$ cat src/rtl/ftl_pkg.sv
package ftl_pkg;

    typedef struct packed {
        logic ch3;
        logic ch2;
        logic ch1;
    } chan_vec_t;

    // A trip is released when a causing channel's soft-start node is at reset.
    // Channel 3 has no soft-start node of its own and shares channel 1's.
    function automatic logic release_hit(chan_vec_t cause, logic ss1_rst, logic ss2_rst);
        return ((cause.ch1 | cause.ch3) & ss1_rst) | (cause.ch2 & ss2_rst);
    endfunction

endpackage

$ cat src/rtl/ftl_qualify.sv
module ftl_qualify
    import ftl_pkg::*;
(
    input  logic      flt_ch1_high,
    input  logic      flt_ch2_low,
    input  logic      flt_ch3_high,
    input  logic      ss1_below_thr,
    input  logic      ss2_above_thr,
    output chan_vec_t qualified,
    output logic      any_fault
);
    always_comb begin
        qualified.ch1 = flt_ch1_high & ~ss1_below_thr;
        qualified.ch2 = flt_ch2_low  & ~ss2_above_thr;
        qualified.ch3 = flt_ch3_high;
        any_fault     = |qualified;
    end
endmodule

$ cat src/rtl/ftl_period_timer.sv
module ftl_period_timer #(
    parameter int SHORT_EXP = 16,
    parameter int LONG_EXP  = 17
) (
    input  logic clk,
    input  logic rst,
    input  logic hold,
    input  logic active,
    input  logic tick,
    input  logic range_long,
    output logic hit,
    output logic nonzero
);
    localparam int CW = LONG_EXP;
    localparam logic [CW-1:0] LAST_SHORT = CW'((64'd1 << SHORT_EXP) - 64'd1);
    localparam logic [CW-1:0] LAST_LONG  = {CW{1'b1}};

    logic [CW-1:0] count_q;
    logic [CW-1:0] last_sel;

    always_comb begin
        last_sel = range_long ? LAST_LONG : LAST_SHORT;
        hit      = active & tick & ~hold & (count_q >= last_sel);
        nonzero  = (count_q != '0);
    end

    always_ff @(posedge clk) begin
        if (rst || hold || !active) begin
            count_q <= '0;
        end else if (tick) begin
            if (hit) count_q <= '0;
            else     count_q <= count_q + 1'b1;
        end
    end

    assert_fault_gone_zero_R4: assert property (@(posedge clk) disable iff (rst)
        !active |=> (count_q == '0));

    assert_hold_zero_R5: assert property (@(posedge clk) disable iff (rst)
        hold |=> (count_q == '0));

    assert_single_step_R2: assert property (@(posedge clk) disable iff (rst)
        (active && tick && !hold && !hit) |=> (count_q == $past(count_q) + 1'b1));

    assert_no_tick_stable_R2: assert property (@(posedge clk) disable iff (rst)
        (active && !tick && !hold) |=> $stable(count_q));
endmodule

$ cat src/rtl/ftl_off_latch.sv
module ftl_off_latch
    import ftl_pkg::*;
(
    input  logic      clk,
    input  logic      rst,
    input  logic      trip,
    input  chan_vec_t trip_cause,
    input  logic      uvlo,
    input  logic      ss1_rst,
    input  logic      ss2_rst,
    output logic      latched
);
    chan_vec_t cause_q;
    logic      release_now;

    always_comb release_now = release_hit(cause_q, ss1_rst, ss2_rst);

    always_ff @(posedge clk) begin
        if (rst || uvlo) begin
            latched <= 1'b0;
            cause_q <= '0;
        end else if (latched) begin
            if (release_now) begin
                latched <= 1'b0;
                cause_q <= '0;
            end
        end else if (trip) begin
            latched <= 1'b1;
            cause_q <= trip_cause;
        end
    end

    assert_uvlo_clears_R8: assert property (@(posedge clk) disable iff (rst)
        uvlo |=> !latched);

    assert_trip_sets_R3: assert property (@(posedge clk) disable iff (rst)
        (trip && !uvlo) |=> latched);

    assert_sticky_R5: assert property (@(posedge clk) disable iff (rst)
        (latched && !uvlo && !ss1_rst && !ss2_rst) |=> latched);
endmodule

$ cat src/rtl/fault_timer_latch.sv
module fault_timer_latch
    import ftl_pkg::*;
#(
    parameter int SHORT_EXP = 16,
    parameter int LONG_EXP  = 17
) (
    input  logic clk,
    input  logic rst,
    input  logic period_tick,
    input  logic flt_ch1_high,
    input  logic flt_ch2_low,
    input  logic flt_ch3_high,
    input  logic ss1_below_thr,
    input  logic ss2_above_thr,
    input  logic range_long,
    input  logic ss1_at_reset,
    input  logic ss2_at_reset,
    input  logic uvlo,
    output logic shutdown,
    output logic timing
);
    chan_vec_t qual;
    logic      any_fault;
    logic      hold;
    logic      hit;

    ftl_qualify u_qual (
        .flt_ch1_high (flt_ch1_high),
        .flt_ch2_low  (flt_ch2_low),
        .flt_ch3_high (flt_ch3_high),
        .ss1_below_thr(ss1_below_thr),
        .ss2_above_thr(ss2_above_thr),
        .qualified    (qual),
        .any_fault    (any_fault)
    );

    always_comb hold = shutdown | uvlo;

    ftl_period_timer #(
        .SHORT_EXP(SHORT_EXP),
        .LONG_EXP (LONG_EXP)
    ) u_timer (
        .clk       (clk),
        .rst       (rst),
        .hold      (hold),
        .active    (any_fault),
        .tick      (period_tick),
        .range_long(range_long),
        .hit       (hit),
        .nonzero   (timing)
    );

    ftl_off_latch u_latch (
        .clk       (clk),
        .rst       (rst),
        .trip      (hit),
        .trip_cause(qual),
        .uvlo      (uvlo),
        .ss1_rst   (ss1_at_reset),
        .ss2_rst   (ss2_at_reset),
        .latched   (shutdown)
    );

    assert_rise_after_count_R3: assert property (@(posedge clk) disable iff (rst)
        $rose(shutdown) |-> $past(timing));

    assert_latched_no_timing_R5: assert property (@(posedge clk) disable iff (rst)
        (shutdown && $past(shutdown)) |-> !timing);
endmodule

$ cat config.mk
export PLATFORM = sky130hd
export DESIGN_NAME = fault_timer_latch
export DESIGN_NICKNAME = d
export VERILOG_FILES = /design/src/rtl/ftl_pkg.sv /design/src/rtl/ftl_qualify.sv /design/src/rtl/ftl_period_timer.sv /design/src/rtl/ftl_off_latch.sv /design/src/rtl/fault_timer_latch.sv
export SDC_FILE = /design/constraint.sdc
export NUM_CORES = 1
export LEC_CHECK = 0
export ABC_AREA = 1
export CAP_MARGIN = 10
export CORE_ASPECT_RATIO = 1.5
export CORE_MARGIN = 2
export CORE_UTILIZATION = 50
export CTS_CLUSTER_DIAMETER = 80
export DETAILED_ROUTE_END_ITERATION = 8
export GPL_TIMING_DRIVEN = 1
export PLACE_DENSITY = 0.72
export SKIP_LAST_GASP = 1
export SLEW_MARGIN = 20
export SYNTH_ARGS = -nofsm -noshare
export SYNTH_HDL_FRONTEND = slang
export SYNTH_HIERARCHICAL = 1
export SYNTH_SLANG_ARGS = --single-unit
$ cat constraint.sdc
create_clock -name clk -period 2.1 [get_ports clk]
set_clock_uncertainty 0.2 [all_clocks]
set_input_delay 0.315 -clock clk [delete_from_list [all_inputs] [get_ports clk]]
set_output_delay 0.315 -clock clk [all_outputs]
set_load 0.01 [all_outputs]
Word-level counts from Yosys, hierarchy flattened
Index checks and enable logic that the tools add are counted.

cells by class
  $add $sub $neg = 1
  $lt $le $gt $ge = 1
  equality and inequality tests = 1
  multiplexer cells = 8
  bitwise operators = 13
  reductions and logical operators = 8

operator list
  operator                                                         count
  17-bit 2-to-1 mux                                                2
  17-bit by 1-bit adder with 17-bit output, second input constant  1
  17-bit greater-or-equal comparator                               1
  17-bit nonzero test                                              1
  3-bit 2-to-1 mux                                                 3
  1-bit AND                                                        7
  1-bit logical OR                                                 3
  1-bit 2-to-1 mux                                                 3
  1-bit NOT                                                        3
  1-bit OR                                                         3
  3-bit OR reduction                                               1
  2-bit != test, second input constant                             1
  2-bit AND reduction                                              1
  2-bit nonzero test                                               1
  1-bit zero test                                                  1

storage, ports and cells
  bits in registers = 21
  input bits = 12
  output and inout port bits = 2
  logic and storage cells = 37

Depth between registers and ports, before layout
Gate-level depths: netlist (run 1).

  word-level depth = 8
  mapped depth = 15
  gate-level depth less buffers = 15

Modules after synthesis
The synthesis (run 1) kept the hierarchy.

by module, submodules not included
  module             instances  cells each  area each (sq um)  seq. area each (sq um)
  ftl_period_timer   1          154         1064.8             340.3
  ftl_off_latch      1          24          167.7              80.1
  ftl_qualify        1          9           48.8               0.0
  fault_timer_latch  1          3           11.3               0.0

Worst setup path before layout (run 1)
Ideal clock, no wire load.

  path kind = in2reg
  from = in range_long
  to = reg u_latch/cause_q[0] (netlist bit)
  library setup time = 0.070 ns
  arrival time = 1.561 ns
  data required time = 1.830 ns
  slack = 0.269 ns
  cell stages on the path = 14
  path buffers = 0
  cell sequence = inv_1 ha_1 nand2_1 nor2_1 nand2_1 nor2_1 nand2_1 nand3_2 nand2_2 inv_1 inv_1 nor2_1 nand2_1 a21oi_1

between the ends
  longest elaborated chain between the ends = 5

ends and longest elaborated chain
  element                             line                     text
  start: declaration                  fault_timer_latch.sv:15  input logic range_long,
  17-bit 2-to-1 mux                   ftl_period_timer.sv:22   last_sel = range_long ? LAST_LONG : LAST_SHORT;
  17-bit greater-or-equal comparator  ftl_period_timer.sv:23   hit = active & tick & ~hold & (count_q >= last_sel);
  1-bit AND                           ftl_period_timer.sv:23
  net hit                             fault_timer_latch.sv:25  logic hit;
  2-bit nonzero test (no line)        --
  2-bit AND reduction (no line)       --
  end signal: assignment              ftl_off_latch.sv:29      cause_q <= trip_cause;
  end: declaration                    ftl_off_latch.sv:13      chan_vec_t cause_q;

The timed path passes the listed nets, and every way through them passes these cells.
A chain may end at the register's enable or synchronous reset.

Final worst setup path (run 1)
  from = reg u_timer.count_q[0]
  to = out timing

between the ends
  longest elaborated chain between the ends = 1

ends and longest elaborated chain
  element                   line                     text
  start: declaration        ftl_period_timer.sv:18   logic [CW-1:0] count_q;
  start signal: assignment  ftl_period_timer.sv:32   else count_q <= count_q + 1'b1;
  17-bit nonzero test       ftl_period_timer.sv:24   nonzero = (count_q != '0);
  end: declaration          fault_timer_latch.sv:20  output logic timing

Every way passes these cells.

==> impl_metrics.env, run 1 <==
export IMPL_syn_to_final_growth_pct=17.4
export IMPL_yosys_area_share_xor_xnor=0.0407
export IMPL_synth_area_mm2=0.00129
export IMPL_ctsHoldBuffers=0
export IMPL_synth_top_family_by_area="simple AND/OR/NAND/NOR gates"
export IMPL_place_port_buffers=13
export IMPL_fill_cells=237
export IMPL_rsz0062_at_grt="yes"
export IMPL_hold_depth=2
export IMPL_synth_warning_count=6
export IMPL_timing_rr_end="u_latch/cause_q[1]"
export IMPL_final_min_clock_period_ps=2030
export IMPL_r2r_start="u_timer/count_q[16]"
export IMPL_use_met3=0.0383
export IMPL_dp_cells=228
export IMPL_ys_seq_elements=21
export IMPL_overflow=0
export IMPL_grt_busiest_layer="met2"
export IMPL_path_clk_slew_ps=120
export IMPL_antenna_found_initial=0
export IMPL_seq_area_frac_synth=0.325
export IMPL_numCtsBuffers=3
export IMPL_cp_start_kind="flop"
export IMPL_ys_types=26
export IMPL_grt_pass1_vias=1269
export IMPL_synthSimpleGateAreaFrac=0.430
export IMPL_synthTopCellsByArea="dfxtp_1, nand2_1, inv_1"
export IMPL_post_route_drc_count=0
export IMPL_drt_vias_per_instance=5.31
export IMPL_leakagePower_nw=0.646
export IMPL_dp_hpwl_um=2260
export IMPL_seq_area_um2=422
export IMPL_slew_headroom=0.794
export IMPL_hold_start="u_latch/cause_q[2]"
export IMPL_ir_worst_vdd_mv=0.350
export IMPL_routed_wl_um=2810
export IMPL_yosysTopAreaCell="dfxtp_1"
export IMPL_grt_start_max_net_pins=13
export IMPL_num_vias=1231
export IMPL_fp_dieArea_mm2=0.00302
export IMPL_rrSetupSlack_ps=230
export IMPL_final_hold_viol_count=0
export IMPL_yosys_area_top_type_share=0.325
export IMPL_antennaDiodeCount=0
export IMPL_synth_compound_area_frac=0.0668
export IMPL_power_switching_mw=0.150
export IMPL_min_delay_worst_endpoint="u_latch/cause_q[2]"
export IMPL_layout_cells_non_filler=232
export IMPL_worstPathArrival_ps=1510
export IMPL_sw_frac_of_total=0.230
export IMPL_gp_congestion=0.845
export IMPL_met1_usage=0.205
export IMPL_initial_core_util=0.528
export IMPL_power_density_mw_per_mm2=430
export IMPL_cpPeakStageDelay_ps=350
export IMPL_drive_gt1_frac=0.188
export IMPL_postRouteAntennaNets=0
export IMPL_cts_root_buf="clkbuf_4"
export IMPL_multiInputGateArea_um2=763
export IMPL_cts_max_level=1
export IMPL_path_class="flop to primary output"
export IMPL_clock_sinks=21
export IMPL_status="finished, final reports clean"
export IMPL_critical_path_top_delay_family="buffers and inverters"
export IMPL_internal_power_mw=0.503
export IMPL_place_ws_ps=-326
export IMPL_power_frac_seq=0.614
export IMPL_io_pins=14
export IMPL_cp_slowest_cell="dfxtp_2"
export IMPL_row_count=22
export IMPL_first_pass_iters=4
export IMPL_post_drt_wl_per_cell_um=12.1
export IMPL_fin_nets=224
export IMPL_setup_ws_ps=70.3
export IMPL_core_area_mm2=0.00245
export IMPL_period_share=0.967
export IMPL_crit_fanout=4
export IMPL_setup_violations=0
export IMPL_die_w_um=45.5
export IMPL_slew_viol_final=0
export IMPL_synthMuxAreaShare=0
export IMPL_worstSetupEndpointType="primary output"
export IMPL_cts_tree="yes"
export IMPL_worst_path_buf_inv=2
export IMPL_max_cap_violations=0
export IMPL_holdCritPathClass="flop to flop"
export IMPL_p_total_mw=0.653
export IMPL_synthAdderAreaFrac=0.0290
export IMPL_syn_num_nets=205
export IMPL_syn_area_per_cell_um2=6.80
export IMPL_worst_r2r_cell_count=13
export IMPL_hold_slack_ps=265
export IMPL_tightest_slew_ps=308
export IMPL_clkPwrFrac=0.292
export IMPL_clock_latency_ps=300
export IMPL_required_ps=1580
export IMPL_path_cells="inv_1 > ha_1 > nand2_1 > nor3_1 > nand4_1 > dlygate4sd2_1"
export IMPL_grt_use_total=0.222
export IMPL_grt_pass1_wl_um=4930
export IMPL_syn_instance_count=190
export IMPL_clock_path_buffers=2
export IMPL_combPwrFrac=0.095
export IMPL_fmax_mhz=493
export IMPL_use_met2=0.415
export IMPL_die_h_um=66.3
export IMPL_drtIter0Drc=19
[synth_stat cells (all sizes together)]
master,count
nand2,50
nor2,34
inv,31
dfxtp,21
nand3,15
o21ai,6
a21oi,5
xor2,5
nand4,4
nor3,4
buf,3
ha,3
nor4,3
o21bai,3
o32ai,1
or2,1
xnor2,1
[how the worst max path moves through the flow]
| stage | from | endpoint | slack (ps) | cells after the start |
|---|---|---|---|---|
| 6_report | u_timer/count_q[0] | timing | 70 | 6 |
| 5_1_grt | range_long | u_latch/cause_q[1] | 0.4 | 15 |
| 4_1_cts | u_timer/count_q[0] | timing | 60 | 6 |
| 3_5_place_dp | range_long | u_latch/cause_q[1] | -330 | 15 |
| 3_3_place_gp | range_long | u_latch/latched | -220 | 15 |
| 2_1_floorplan | range_long | u_latch/cause_q[0] | 270 | 14 |
[cell families (layout without fill, tap and decap cells)]
kind of cell    after synthesis  count (layout)
compound gates               15              15
xor+xnor                      6               6
fa+ha+maj                     3               3
buf+inv                      34              52
flops                        21              21
simple gates                111             111
[repair_timing]
action | 4_1_cts | 5_1_grt
pin swaps | 0 | 2
gates resized for setup | 3 | 7
setup buffers | 0 | 0
endpoints found under the hold margin | 0 | 0
setup endpoints to repair | 2 | 15
[worst reg2reg max path, cell delays in order, from the launching register on]
cell and delay, ps:
dfxtp_1 400, ha_4 290, nand2_1 50, nor2_1 80, nand2_1 60, nor2_1 100, nand2_1 70, nand3_2 80
nand2_2 60, inv_2 70, inv_2 40, nor2_4 110, nand2_1 70, a21oi_1 140
[power by group through the flow]
stage / clock, mW / sequential (mW) / combinational, mW
global placement: 0 / 0.409 / 0.0601
CTS: 0.202 / 0.401 / 0.0608
floorplan: 0 / 0.409 / 0.0305
detailed placement: 0 / 0.409 / 0.0615
global route: 0.219 / 0.401 / 0.0687
finish: 0.190 / 0.400 / 0.0618
[registers in the layout, summed over array words and instances (netlist names)]
name / flops
u_latch/cause_q: 3
u_latch/latched: 1
u_timer/count_q: 17
[metrics by stage]
stage | util | TNS, ps | cell area, µm²
global route | 0.620 | 0 | 1520
floorplan | - | 0 | 1290
detailed placement | 0.596 | -3900 | 1460
global placement | 0.596 | -2770 | 1460
CTS | 0.608 | 0 | 1490
finish | 0.620 | 0 | 1520
[area by class of cell]
cell class                      instances  share of cell area
Inverter                               31              0.0767
Sequential cell                        21               0.278
Clock buffer                            3              0.0148
Timing Repair Buffer                   17               0.105
Tap cell                               24              0.0198
Multi-Input combinational cell        135               0.503
Clock inverter                          1             0.00330
[layout by cell type, fill, tap and decap left out, types with 2 or more instances in the layout]
cell type	synthesis	final
inv_2	1	4
nand2_2	10	9
o21bai_1	3	3
nor2_1	27	26
clkbuf_4	0	3
ha_1	3	2
nand2_1	40	40
nor2_4	4	5
buf_4	1	4
nor2_2	3	3
a21oi_1	5	5
nor4_1	3	2
dfxtp_1	21	20
nand3_1	12	12
nand4_1	3	3
clkdlybuf4s50_1	0	12
o21ai_0	6	6
xor2_1	5	5
nand3_2	3	3
inv_1	30	27
nor3_1	3	3
[routing by layer]
metal,share of wire,wire length [µm]
met1,0.37,1040
met2,0.56,1580
met3,0.036,101
met4,0.032,89
met5,0,0
Note: power is estimated with default switching activity, not from simulation.
==> run 2: changes to the inputs <==
--- a/config.mk
+++ b/config.mk
@@ -12,11 +12,8 @@
 export CORE_UTILIZATION = 50
 export CTS_CLUSTER_DIAMETER = 80
 export DETAILED_ROUTE_END_ITERATION = 8
-export GPL_TIMING_DRIVEN = 1
-export PLACE_DENSITY = 0.72
+export PLACE_DENSITY = 0.73
 export SKIP_LAST_GASP = 1
-export SLEW_MARGIN = 20
 export SYNTH_ARGS = -nofsm -noshare
 export SYNTH_HDL_FRONTEND = slang
-export SYNTH_HIERARCHICAL = 1
 export SYNTH_SLANG_ARGS = --single-unit
==> run 2 against run 1 <==
Compared with the run above: clock power grew 4%; largest cell class unchanged; critical endpoint unchanged; via count fell by 8.0%; total power up 0.11%; first-iteration DRC count grew 79%; critical path depth unchanged; flip-flop and latch count did not move; synthesized cell count decreased by 11%; largest power group unchanged; setup slack improved by 48 ps; area after synthesis down 7.9%; combinational power fell by 8.3%.
==> impl_metrics.env, run 2 <==
export IMPL_postRouteAntennaNets=0
export IMPL_worst_path_buf_inv=2
export IMPL_numCtsBuffers=3
export IMPL_synth_commonest_cells="nand2_1, nor2_1, inv_1"
export IMPL_final_hold_viol_count=0
export IMPL_place_port_buffers=13
export IMPL_post_drt_wl_per_cell_um=11.3
export IMPL_fp_dieArea_mm2=0.00279
export IMPL_seq_area_frac_synth=0.353
export IMPL_cts_max_level=1
export IMPL_clock_sinks=21
export IMPL_synthArstFlopShare=0
export IMPL_clkPwrFrac=0.301
export IMPL_yosysMostFrequentCell="nand2_1"
export IMPL_power_switching_mw=0.148
export IMPL_drive_gt1_frac=0.143
export IMPL_syn_area_per_cell_um2=7.04
export IMPL_final_min_clock_period_ps=1980
export IMPL_crit_fanout=3
export IMPL_antennaDiodeCount=0
export IMPL_gp_congestion=0.768
export IMPL_first_pass_iters=4
export IMPL_ir_worst_vdd_mv=0.332
export IMPL_p_total_mw=0.653
export IMPL_fmax_mhz=505
export IMPL_period_share=0.944
export IMPL_holdCritPathClass="flop to flop"
export IMPL_fin_nets=212
export IMPL_met1_usage=0.208
export IMPL_path_class="flop to primary output"
export IMPL_synth_edff_count=0
export IMPL_layout_cells_non_filler=219
export IMPL_rsz0062_at_grt="no"
export IMPL_critical_path_top_delay_family="simple AND/OR/NAND/NOR gates"
export IMPL_synth_warning_count=0
export IMPL_die_w_um=43.8
export IMPL_max_cap_violations=0
export IMPL_final_util=0.649
export IMPL_grt_pass1_wl_um=4370
export IMPL_dp_hpwl_um=2000
export IMPL_drtIter0Drc=34
export IMPL_drt_vias_per_instance=5.17
export IMPL_syn_to_final_growth_pct=21.8
export IMPL_num_vias=1133
export IMPL_syn_num_nets=184
export IMPL_ys_flop_type="dfxtp_1"
export IMPL_io_pins=14
export IMPL_setup_ws_ps=119
export IMPL_cts_root_buf="clkbuf_4"
export IMPL_largest_reg_flops=17
export IMPL_internal_power_mw=0.505
export IMPL_grt_pass1_vias=1124
export IMPL_tightest_slew_ps=331
export IMPL_mostFrequentLayoutCell="nand2_1"
export IMPL_place_ws_ps=-115
export IMPL_yosys_area_top_type_share=0.353
export IMPL_path_clk_slew_ps=120
export IMPL_status="finished, final reports clean"
export IMPL_slew_viol_final=0
export IMPL_use_met3=0.0282
export IMPL_overflow=0
export IMPL_final_cell_mix="nand2_1, nor2_1, inv_1, dfxtp_1, nand3_1"
export IMPL_clock_latency_ps=300
export IMPL_path_cells="inv_1 > ha_1 > nand2_1 > nor4_4 > nand3_1 > clkbuf_2"
export IMPL_post_route_drc_count=0
export IMPL_grt_start_max_net_pins=15
export IMPL_worstSetupEndpointType="primary output"
export IMPL_die_h_um=63.7
export IMPL_cpPeakStageDelay_ps=330
export IMPL_grt_use_total=0.202
export IMPL_antenna_found_initial=0
export IMPL_cp_slowest_cell="dfxtp_1"
export IMPL_dp_cells=215
export IMPL_syn_instance_count=169
export IMPL_core_area_mm2=0.00223
export IMPL_cts_tree="yes"
export IMPL_worstPathArrival_ps=1470
export IMPL_synth_area_mm2=0.00119
export IMPL_setup_violations=0
export IMPL_slew_headroom=0.777
export IMPL_required_ps=1580
export IMPL_setup_tns_ps=0
export IMPL_top_register="u_timer.count_q"
export IMPL_cp_start_kind="flop"
export IMPL_routed_wl_um=2480
export IMPL_initial_core_util=0.533
export IMPL_yosysTopAreaCell="dfxtp_1"
export IMPL_synthTopCellsByArea="dfxtp_1, nand2_1, nor2_1"
export IMPL_ys_seq_elements=21
export IMPL_ys_types=25
export IMPL_use_met2=0.382
export IMPL_fill_cells=195
export IMPL_post_cts_setup_buffer_count=0
export IMPL_power_frac_seq=0.612
export IMPL_leakagePower_nw=0.596
export IMPL_biggestRegsByFlops="u_timer.count_q: 17 flops, u_latch.cause_q: 3 flops, u_latch.latched: 1 flops"
export IMPL_power_density_mw_per_mm2=451
export IMPL_sw_frac_of_total=0.227
export IMPL_clock_path_buffers=2
export IMPL_ctsHoldBuffers=0
export IMPL_row_count=21
export IMPL_combPwrFrac=0.087
export IMPL_grt_busiest_layer="met2"
==> run 2: logic make-up (layout without fill, tap and decap cells) <==
| family | after synthesis | after routing | synth area share |
|---|---|---|---|
| DFF | 21 | 21 | 0.353 |
| buffers and inverters | 25 | 52 | 0.0946 |
| adders and majority gates | 3 | 3 | 0.0315 |
| AOI/OAI and AO/OA | 12 | 12 | 0.0547 |
| and+or+nand+nor | 103 | 103 | 0.429 |
| xor gates and xnor gates | 5 | 5 | 0.0368 |
==> run 2: final timing paths <==
kind,startpoint,endpoint,slack [ps],depth (start not counted)
worst min-delay path,u_latch.cause_q[2],u_latch.cause_q[2],290,2
worst min register to register,u_latch.cause_q[2],u_latch.cause_q[2],290,2
worst max-delay path,u_timer.count_q[0],timing,120,6
worst max register to register,u_timer.count_q[4],u_timer.count_q[15],250,9
==> run 2: cell type report <==
class                      instances  area, µm²  area share
clock buffer                       4       26.3      0.0181
inverter                          23       86.3      0.0596
multi-input combinational        123        672       0.464
sequential                        21        420       0.290
tap                               23       28.8      0.0199
timing repair buffer              25        215       0.149
==> run 2: worst min-delay path, stage by stage (launching register included) <==
cell	delay (ps)
dfxtp_1	330
nand3_1	70
a21oi_1	60
==> run 2: power by group through the flow <==
stage	clock, mW	combinational [mW]	sequential, mW
4_1_cts	0.199	0.0570	0.400
3_5_place_dp	0	0.0564	0.409
6_report	0.197	0.0567	0.400
3_3_place_gp	0	0.0560	0.409
2_1_floorplan	0	0.0248	0.409
5_1_grt	0.217	0.0621	0.400
==> run 2: metrics by stage <==
step,hold WS [ps],area [µm²]
after floorplan,254,1190
after global placement,269,1410
after detailed placement,276,1410
after CTS,292,1450
after global routing,310,1450
final,295,1450
==> run 2: what timing repair did <==
action | in CTS | in global routing
hold endpoints to repair | 0 | 0
resized for setup | 3 | 2
setup endpoints to repair | 1 | 1
pin swaps | 1 | 1
==> run 2: metal layers <==
| metal | vias up | share of wire | wire, µm |
|---|---|---|---|
| li1 | 594 | - | - |
| met1 | 517 | 0.41 | 1020 |
| met2 | 20 | 0.55 | 1360 |
| met5 | - | 0 | 0 |
| met4 | 0 | 0.014 | 34 |
| met3 | 2 | 0.023 | 58 |
==> run 3: changes to the inputs <==
--- a/config.mk
+++ b/config.mk
@@ -11,8 +11,10 @@
 export CORE_MARGIN = 2
 export CORE_UTILIZATION = 50
 export CTS_CLUSTER_DIAMETER = 80
+export CTS_CLUSTER_SIZE = 40
 export DETAILED_ROUTE_END_ITERATION = 8
 export PLACE_DENSITY = 0.73
+export SKIP_CTS_REPAIR_TIMING = 1
 export SKIP_LAST_GASP = 1
 export SYNTH_ARGS = -nofsm -noshare
 export SYNTH_HDL_FRONTEND = slang
==> run 3 against run 2 <==
Compared with the run above: critical path depth unchanged; largest cell class unchanged; final area increased by 0.52%; first-iteration DRC count decreased by 12%; global-route usage fell by 0.23 points; clock power hardly changed; routed wire length shrank 0.40%; sequential power hardly changed; register-to-register slack about the same; clock-buffer cell count stayed put; flip-flop and latch count is the same; hold slack barely moved; combinational power rose by 0.7%.
==> impl_metrics.env, run 3 (same netlist as run 2, synthesis figures left out) <==
export IMPL_status="finished, final reports clean"
export IMPL_cp_start_kind="flop"
export IMPL_biggestRegsByFlops="u_timer.count_q: 17 flops, u_latch.cause_q: 3 flops, u_latch.latched: 1 flops"
export IMPL_tightest_slew_ps=326
export IMPL_antennaDiodeCount=0
export IMPL_top_register="u_timer.count_q"
export IMPL_die_h_um=63.7
export IMPL_first_pass_iters=4
export IMPL_seq_area_um2=420
export IMPL_place_ws_ps=-115
export IMPL_num_vias=1135
export IMPL_drt_vias_per_instance=5.18
export IMPL_multiInputGateArea_um2=672
export IMPL_slew_headroom=0.781
export IMPL_final_min_clock_period_ps=1940
export IMPL_cts_max_level=1
export IMPL_syn_to_final_growth_pct=22.4
export IMPL_cts_tree="yes"
export IMPL_fin_nets=212
export IMPL_required_ps=1580
export IMPL_clock_sinks=21
export IMPL_crit_fanout=3
export IMPL_setup_ws_ps=158
export IMPL_worstSetupEndpointType="primary output"
export IMPL_row_count=21
export IMPL_leakagePower_nw=0.611
export IMPL_antenna_found_initial=0
export IMPL_numCtsBuffers=3
export IMPL_ir_worst_vdd_mv=0.332
export IMPL_overflow=0
export IMPL_final_hold_viol_count=0
export IMPL_final_area_mm2=0.00146
export IMPL_final_util=0.652
export IMPL_io_pins=14
export IMPL_timing_rr_end="u_timer.count_q[15]"
export IMPL_setup_violations=0
export IMPL_hold_start="u_latch.cause_q[2]"
export IMPL_grt_pass1_vias=1118
export IMPL_drive_gt1_frac=0.138
export IMPL_fmax_mhz=515
export IMPL_hold_slack_ps=295
export IMPL_hold_depth=2
export IMPL_max_cap_violations=0
export IMPL_postRouteAntennaNets=0
export IMPL_mostFrequentLayoutCell="nand2_1"
export IMPL_grt_use_total=0.200
export IMPL_grt_start_max_net_pins=15
export IMPL_dp_hpwl_um=2000
export IMPL_worst_r2r_cell_count=10
export IMPL_r2r_start="u_timer.count_q[3]"
export IMPL_routed_wl_um=2470
export IMPL_final_cell_mix="nand2_1, nor2_1, inv_1, dfxtp_1, nand3_1"
export IMPL_post_drt_wl_per_cell_um=11.3
export IMPL_gp_congestion=0.768
export IMPL_largest_reg_flops=17
export IMPL_rrSetupSlack_ps=260
export IMPL_power_density_mw_per_mm2=447
export IMPL_fp_dieArea_mm2=0.00279
export IMPL_initial_core_util=0.533
export IMPL_cts_root_buf="clkbuf_4"
export IMPL_path_class="flop to primary output"
export IMPL_fill_cells=194
export IMPL_dpl_cell_area_mm2=0.00141
export IMPL_p_total_mw=0.652
export IMPL_die_w_um=43.8
export IMPL_period_share=0.925
export IMPL_clock_path_buffers=2
export IMPL_clock_latency_ps=300
export IMPL_rsz0062_at_grt="no"
export IMPL_holdCritPathClass="flop to flop"
export IMPL_slew_viol_final=0
export IMPL_min_delay_worst_endpoint="u_latch.cause_q[2]"
export IMPL_drtIter0Drc=30
export IMPL_place_port_buffers=13
export IMPL_worstPathArrival_ps=1430
export IMPL_grt_pass1_wl_um=4310
export IMPL_path_clk_slew_ps=120
export IMPL_core_area_mm2=0.00223
export IMPL_post_route_drc_count=0
[run 3: cell count changes in the layout (fill, tap and decap cells not counted)]
cell,previous run,this run
dlymetal6s2s_1,0,1
clkbuf_2,1,0
[run 3: layer usage]
layer,routed length [µm],global-route usage
met1,1030,0.205
met2,1350,0.379
met3,47,0.0282
met4,34,0.0871
met5,0,0
[run 3: cell type report]
cell class / instances / share of cell area
clock buffer: 4 / 0.0180
sequential: 21 / 0.289
tap: 23 / 0.0198
inverter: 23 / 0.0593
multi-input combinational: 123 / 0.461
timing repair buffer: 25 / 0.153
[run 3: how the worst max path moves through the flow]
stage,from,endpoint,slack [ps],cells after the start
2_1_floorplan,range_long,u_timer.count_q[3],410,12
6_report,u_timer.count_q[0],timing,160,6
5_1_grt,range_long,u_timer.count_q[9],30,12
3_3_place_gp,range_long,u_timer.count_q[9],-70,12
3_5_place_dp,range_long,u_timer.count_q[2],-110,12
4_1_cts,u_timer.count_q[0],timing,-360,6
[run 3: power breakdown]
part	switching (mW)	internal, mW	total, mW	leakage, nW
registers	0.000517	0.399	0.400	0.169
clock network	0.121	0.0740	0.195	0.0150
logic	0.0251	0.0320	0.0571	0.427
[run 3: per-stage QoR]
step | TNS (ps) | instances
5_1_grt | 0 | 219
6_report | 0 | 219
4_1_cts | -365 | 219
2_1_floorplan | 0 | 169
3_5_place_dp | -1270 | 215
3_3_place_gp | -621 | 215
[run 3: worst max-delay path: stages (launching register included)]
cell and delay (ps):
dfxtp_1 330, inv_1 80, ha_1 160, nand2_1 90, nor4_4 170, nand3_1 100, dlymetal6s2s_1 180
